===== config.mk =====
export PLATFORM = sky130hd
export DESIGN_NAME = gshare_predictor
export DESIGN_NICKNAME = d
export VERILOG_FILES = /design/src/rtl/gshare_pkg.sv /design/src/rtl/gshare_ghr.sv /design/src/rtl/gshare_pht.sv /design/src/rtl/gshare_ckpt_fifo.sv /design/src/rtl/gshare_predictor.sv
export SDC_FILE = /design/constraint.sdc
export NUM_CORES = 1
export LEC_CHECK = 0
export CELL_PAD_IN_SITES_DETAIL_PLACEMENT = 1
export CELL_PAD_IN_SITES_GLOBAL_PLACEMENT = 1
export CORE_ASPECT_RATIO = 1.2
export CORE_UTILIZATION = 47
export CTS_CLUSTER_DIAMETER = 120
export DETAILED_ROUTE_END_ITERATION = 8
export GPL_ROUTABILITY_DRIVEN = 0
export PLACE_DENSITY_LB_ADDON = 0.1
export SYNTH_ARGS = -nofsm -noshare
export SYNTH_HDL_FRONTEND = slang
export SYNTH_SLANG_ARGS = --single-unit

===== constraint.sdc =====
create_clock -name clk -period 5.2 [get_ports clk]
set_clock_uncertainty 0.05 [all_clocks]
set_input_delay 1.04 -clock clk [delete_from_list [all_inputs] [get_ports clk]]
set_output_delay 1.04 -clock clk [all_outputs]
set_load 0.005 [all_outputs]

===== src/rtl/gshare_pkg.sv =====
package gshare_pkg;

  typedef enum logic [1:0] {
    CTR_SNT = 2'b00,
    CTR_WNT = 2'b01,
    CTR_WT  = 2'b10,
    CTR_ST  = 2'b11
  } ctr_e;

  // saturating step toward the resolved direction
  function automatic ctr_e ctr_next(ctr_e cur, logic taken);
    ctr_e nxt;
    unique case (cur)
      CTR_SNT: nxt = taken ? CTR_WNT : CTR_SNT;
      CTR_WNT: nxt = taken ? CTR_WT  : CTR_SNT;
      CTR_WT:  nxt = taken ? CTR_ST  : CTR_WNT;
      default: nxt = taken ? CTR_ST  : CTR_WT;
    endcase
    return nxt;
  endfunction

  function automatic logic ctr_dir(ctr_e cur);
    return cur[1];
  endfunction

endpackage


===== src/rtl/gshare_ghr.sv =====
module gshare_ghr #(
  parameter int HIST_W = 8
) (
  input  logic              clk,
  input  logic              rst_n,
  input  logic              spec_en,
  input  logic              spec_bit,
  input  logic              fix_en,
  input  logic [HIST_W-1:0] fix_base,
  input  logic              fix_bit,
  output logic [HIST_W-1:0] hist
);

  // repair has priority over a speculative shift
  always_ff @(posedge clk or negedge rst_n) begin
    if (!rst_n) begin
      hist <= '0;
    end else if (fix_en) begin
      hist <= {fix_base[HIST_W-2:0], fix_bit};
    end else if (spec_en) begin
      hist <= {hist[HIST_W-2:0], spec_bit};
    end
  end

endmodule


===== src/rtl/gshare_pht.sv =====
module gshare_pht
  import gshare_pkg::*;
#(
  parameter int IDX_W = 8
) (
  input  logic             clk,
  input  logic             rst_n,
  input  logic [IDX_W-1:0] rd_idx,
  output ctr_e             rd_ctr,
  input  logic             wr_en,
  input  logic [IDX_W-1:0] wr_idx,
  input  logic             wr_taken
);

  localparam int ENTRIES = 1 << IDX_W;

  ctr_e ctr_mem [ENTRIES];

  always_ff @(posedge clk or negedge rst_n) begin
    if (!rst_n) begin
      for (int i = 0; i < ENTRIES; i++) begin
        ctr_mem[i] <= CTR_WNT;
      end
    end else if (wr_en) begin
      ctr_mem[wr_idx] <= ctr_next(ctr_mem[wr_idx], wr_taken);
    end
  end

  // read returns the value before any same-cycle training
  assign rd_ctr = ctr_mem[rd_idx];

endmodule


===== src/rtl/gshare_ckpt_fifo.sv =====
module gshare_ckpt_fifo #(
  parameter int W     = 8,
  parameter int DEPTH = 8
) (
  input  logic         clk,
  input  logic         rst_n,
  input  logic         push,
  input  logic [W-1:0] push_data,
  input  logic         pop,
  input  logic         flush,
  output logic [W-1:0] head,
  output logic         full,
  output logic         empty
);

  localparam int PTR_W = (DEPTH > 1) ? $clog2(DEPTH) : 1;
  localparam int CNT_W = $clog2(DEPTH + 1);
  localparam logic [PTR_W-1:0] LAST = PTR_W'(DEPTH - 1);

  logic [W-1:0]     slot [DEPTH];
  logic [PTR_W-1:0] rd_ptr, wr_ptr;
  logic [CNT_W-1:0] count;

  function automatic logic [PTR_W-1:0] bump(logic [PTR_W-1:0] p);
    return (p == LAST) ? '0 : p + 1'b1;
  endfunction

  always_ff @(posedge clk or negedge rst_n) begin
    if (!rst_n) begin
      rd_ptr <= '0;
      wr_ptr <= '0;
      count  <= '0;
    end else if (flush) begin
      rd_ptr <= '0;
      wr_ptr <= '0;
      count  <= '0;
    end else begin
      if (push) wr_ptr <= bump(wr_ptr);
      if (pop)  rd_ptr <= bump(rd_ptr);
      unique case ({push, pop})
        2'b10:   count <= count + 1'b1;
        2'b01:   count <= count - 1'b1;
        default: count <= count;
      endcase
    end
  end

  always_ff @(posedge clk) begin
    if (push && !flush) begin
      slot[wr_ptr] <= push_data;
    end
  end

  assign head  = slot[rd_ptr];
  assign full  = (count == CNT_W'(DEPTH));
  assign empty = (count == '0);

endmodule


===== src/rtl/gshare_predictor.sv =====
module gshare_predictor
  import gshare_pkg::*;
#(
  parameter int PC_W       = 32,
  parameter int HIST_W     = 8,
  parameter int PC_LSB     = 2,
  parameter int CKPT_DEPTH = 8
) (
  input  logic              clk,
  input  logic              rst_n,
  input  logic              pred_valid,
  output logic              pred_ready,
  input  logic [PC_W-1:0]   pred_pc,
  output logic              pred_taken,
  input  logic              cm_valid,
  output logic              cm_ready,
  input  logic [PC_W-1:0]   cm_pc,
  input  logic              cm_taken,
  input  logic              cm_mispredict,
  output logic [HIST_W-1:0] ghist
);

  logic              ck_full, ck_empty;
  logic [HIST_W-1:0] ck_head;
  logic              cm_fire, recover, pred_fire;
  logic [HIST_W-1:0] rd_idx, wr_idx;
  ctr_e              rd_ctr;
  logic              pc_bits_unused;

  assign cm_ready   = !ck_empty;
  assign cm_fire    = cm_valid && cm_ready;
  assign recover    = cm_fire && cm_mispredict;
  assign pred_ready = !ck_full && !recover;
  assign pred_fire  = pred_valid && pred_ready;

  assign rd_idx     = pred_pc[PC_LSB +: HIST_W] ^ ghist;
  assign wr_idx     = cm_pc[PC_LSB +: HIST_W] ^ ck_head;
  assign pred_taken = ctr_dir(rd_ctr);

  assign pc_bits_unused = ^{pred_pc, cm_pc};

  gshare_ghr #(.HIST_W(HIST_W)) u_ghr (
    .clk      (clk),
    .rst_n    (rst_n),
    .spec_en  (pred_fire),
    .spec_bit (pred_taken),
    .fix_en   (recover),
    .fix_base (ck_head),
    .fix_bit  (cm_taken),
    .hist     (ghist)
  );

  gshare_pht #(.IDX_W(HIST_W)) u_pht (
    .clk      (clk),
    .rst_n    (rst_n),
    .rd_idx   (rd_idx),
    .rd_ctr   (rd_ctr),
    .wr_en    (cm_fire),
    .wr_idx   (wr_idx),
    .wr_taken (cm_taken)
  );

  gshare_ckpt_fifo #(.W(HIST_W), .DEPTH(CKPT_DEPTH)) u_ckpt (
    .clk       (clk),
    .rst_n     (rst_n),
    .push      (pred_fire),
    .push_data (ghist),
    .pop       (cm_fire && !cm_mispredict),
    .flush     (recover),
    .head      (ck_head),
    .full      (ck_full),
    .empty     (ck_empty)
  );

endmodule


==> results of run 1 <==
path summary, 6_finish.rpt:
check	startpoint	end	depth (start not counted)
max in group asynchronous	rst_n	u_pht.ctr_mem[450]	2
setup reg to reg	u_ckpt.rd_ptr[1]	u_pht.ctr_mem[296]	18
min in group asynchronous	rst_n	u_pht.ctr_mem[377]	1
hold reg to reg	u_pht.ctr_mem[252]	u_pht.ctr_mem[252]	2
setup / recovery	pred_pc[2]	pred_taken	11
hold / removal	u_pht.ctr_mem[252]	u_pht.ctr_mem[252]	2
routing by layer:
layer | vias to the layer above | share of wire, % | GRT usage, %
met5 | - | 0.010 | 0
met4 | 2 | 4.9 | 15.2
met3 | 346 | 6.0 | 5.49
met2 | 1060 | 49 | 55.2
met1 | 15000 | 40 | 43.4
li1 | 11600 | - | -
layout make-up:
type                       count  area share, %
clock buffer                 105           5.12
tap                         1008           3.03
inverter                       8         0.0722
sequential                   594           37.3
clock inverter                19          0.491
timing repair buffer         343           9.02
multi-input combinational   1906           45.0
kinds of logic after synthesis:
kind of cell               after synthesis  synth area share [%]
AOI/OAI and AO/OA                     1179                  32.5
DFF                                    594                  43.2
muxes                                  232                  12.2
xor gates and xnor gates                12                 0.345
adders and majority gates                7                 0.265
buffers and inverters                  382                  5.63
and+or+nand+nor                        476                  5.94
timing repair:
item / in CTS / in global routing
setup buffers: 8 / 4
hold buffers: 0 / 0
pin swaps: 4 / 4
endpoints found under the hold margin: 0 / 0
gates resized for setup: 16 / 15
setup endpoints to repair: 422 / 465
gates cloned: 2 / 3
flip-flops by register name (all words and copies together), names as in the netlist:
name and cells:
u_pht.ctr_mem 512, u_ckpt.slot 64, u_ghr.hist 8, u_ckpt.count 4
u_ckpt.rd_ptr 3, u_ckpt.wr_ptr 3
placed cells by master (no fill, tap or decap), types with 7 or more instances in the layout:
cell type and count:
o41ai_2 422, dfstp_2 256, o21ai_0 472, a211oi_1 16
a221oi_1 8, a22o_1 7, clkbuf_8 16, mux2_2 9
mux2i_1 55, clkbuf_1 15, o41ai_1 27, clkinv_2 9
nor3_1 15, buf_12 81, o31ai_1 37, o211ai_1 11
clkbuf_16 76, buf_4 223, a32oi_1 21, nand4_1 11
mux4_2 163, and3_1 14, clkdlybuf4s50_1 28, o31ai_2 32
nand3_1 51, dfrtp_1 272, nor2_1 49, nand2_1 253
edfxtp_1 64, inv_1 8, o22ai_1 12, a22oi_1 24
nand2_2 26, a21oi_1 19
through the flow:
stage / cells / setup WS (ns) / hold WS, ns / TNS (ns)
2_1_floorplan: 2882 / 0.135 / 0.400 / 0
3_3_place_gp: 3843 / -0.769 / 0.407 / -20.88
3_5_place_dp: 3843 / -0.776 / 0.414 / -40.04
4_1_cts: 3977 / -0.0335 / 0.425 / -0.0335
5_1_grt: 3983 / 0.00818 / 0.443 / 0
6_report: 3983 / 0.0434 / 0.422 / 0
tightest hold or removal path, delay by kind of cell, from the launching register on:
kind	cells	cell delay, ns
AO/OA/AOI/OAI	1	0.06
flip-flops	1	0.36
AND/OR/NAND/NOR	1	0.04
==> metrics, run 1 <==
area of the multi-input gates=approximately 19000 um2; DRT iter0 DRCs=~2600; root buf cell=clkbuf_16; CTS Buf Count=68; Sink Count=between 500 and 600; Slew Viols, Final=0; DR WL/cell=around 33 um; final wirelength=130000 um; vias after detailed routing=around 28000; syn nets=2959; global route overflow=0; fraction of registers with async set/reset=89.2%; Residual DRC=0; RSZ-0062 raised after global routing=no; post-DP HPWL=roughly 82000 um; clock transition at the registers of the reported paths=0.06 ns; slowest stage cell on the critical path=mux4_2; Post-Layout Inst Area=slightly above 40000 um2; TritonRoute pass-1 iters=5; Port Buf Inserts=32; synth warn=0; TritonCTS clock tree=built; row cnt=between 100 and 150; Post-synth EDFFs=64; Worst path top cell family by delay=multiplexers; slowest stage delay, CP=between 0.5 and 0.6 ns; Diodes inserted=0; DIE HEIGHT=305 um; vias per cell=between 7 and 8; Initial Utilization=between 40% and 50%; worst min path class=register to register; vias in the first global route=around 30000; ranking of synthesized cells by area=o41ai_2 (19%), dfrtp_1 (19%), dfstp_2 (19%); Max clock buf depth=3; Max Fclk=0.194 GHz; critical path class=input port to output pin; Seq. cell area=15500 um2; share of post-route cells with drive strength above 1=between 40% and 50%; Core Region=75300 um2; crit path launch type=input port; Max Cap Viol=0; most frequent cell after synthesis=o21ai_0; Worst R2R Setup Slack=~0.07 ns; final worst path period share=approximately 99%; global-route wire length before repair=195000 um; clk_lat worst skew=approximately 0.64 ns; status=finished, final reports clean; largest net degree at the start of global routing=109; CTS H-tree lvls=3; Post-DP Area=between 30000 and 40000 um2; Syn Inst Count=2882; I/O pins=between 80 and 90; Yosys reg bits=594; cell area after synthesis=~36000 um2; Required @ worst endpoint=about 4 ns; Total Routing Usage GR=between 30% and 40%; die area=slightly below 80000 um2; Final min period=5.16 ns; initial antenna violation count=2; worst rel slew slack=27.6%; Seq/Total Area, Yosys=between 40% and 50%; worst-margin pin slew=approximately 1.1 ns; die width=about 250 um; Cell Chain, Critical Path=buf_2 > xor2_4 > buf_12 > buf_12 > buf_12 > mux4_2 > mux4_2 > mux4_2 > mux2i_2 > a21oi_2 > buf_2; ANT nets after route=0; leading area contributor after synthesis=o41ai_2; Mapped Avg Cell Area=approximately 12 um2; Synth Flop Type=dfrtp_1; Fillers=7432; Hold Violations, Final=0; worst-path maximum fanout=12; synth unique cells=84; # setup viols final=0; CP bufs+invs=5; post-layout net count=2998; post-layout util=a little under three fifths; Area Growth Syn to Fin=15.7%; Post-synth top cells=o21ai_0 (472), o41ai_2 (422), nand2_1 (280); top-area cell type share of the netlist area=between 10% and 20%; critical path arrival=between 4 and 5 ns; CP endpoint kind=output pin
Power of run 1 is left out: the tool's default activity adds up to more than one toggle a clock period on the data nets, which glitch-free logic cannot reach.
==> run 2: changes to the inputs <==
- SLEW_MARGIN: default -> 15
==> results of run 2 <==
Same layout as run 1: the final DEF is identical, and so are final timing and power.
Power of run 2 is left out for the same reason.
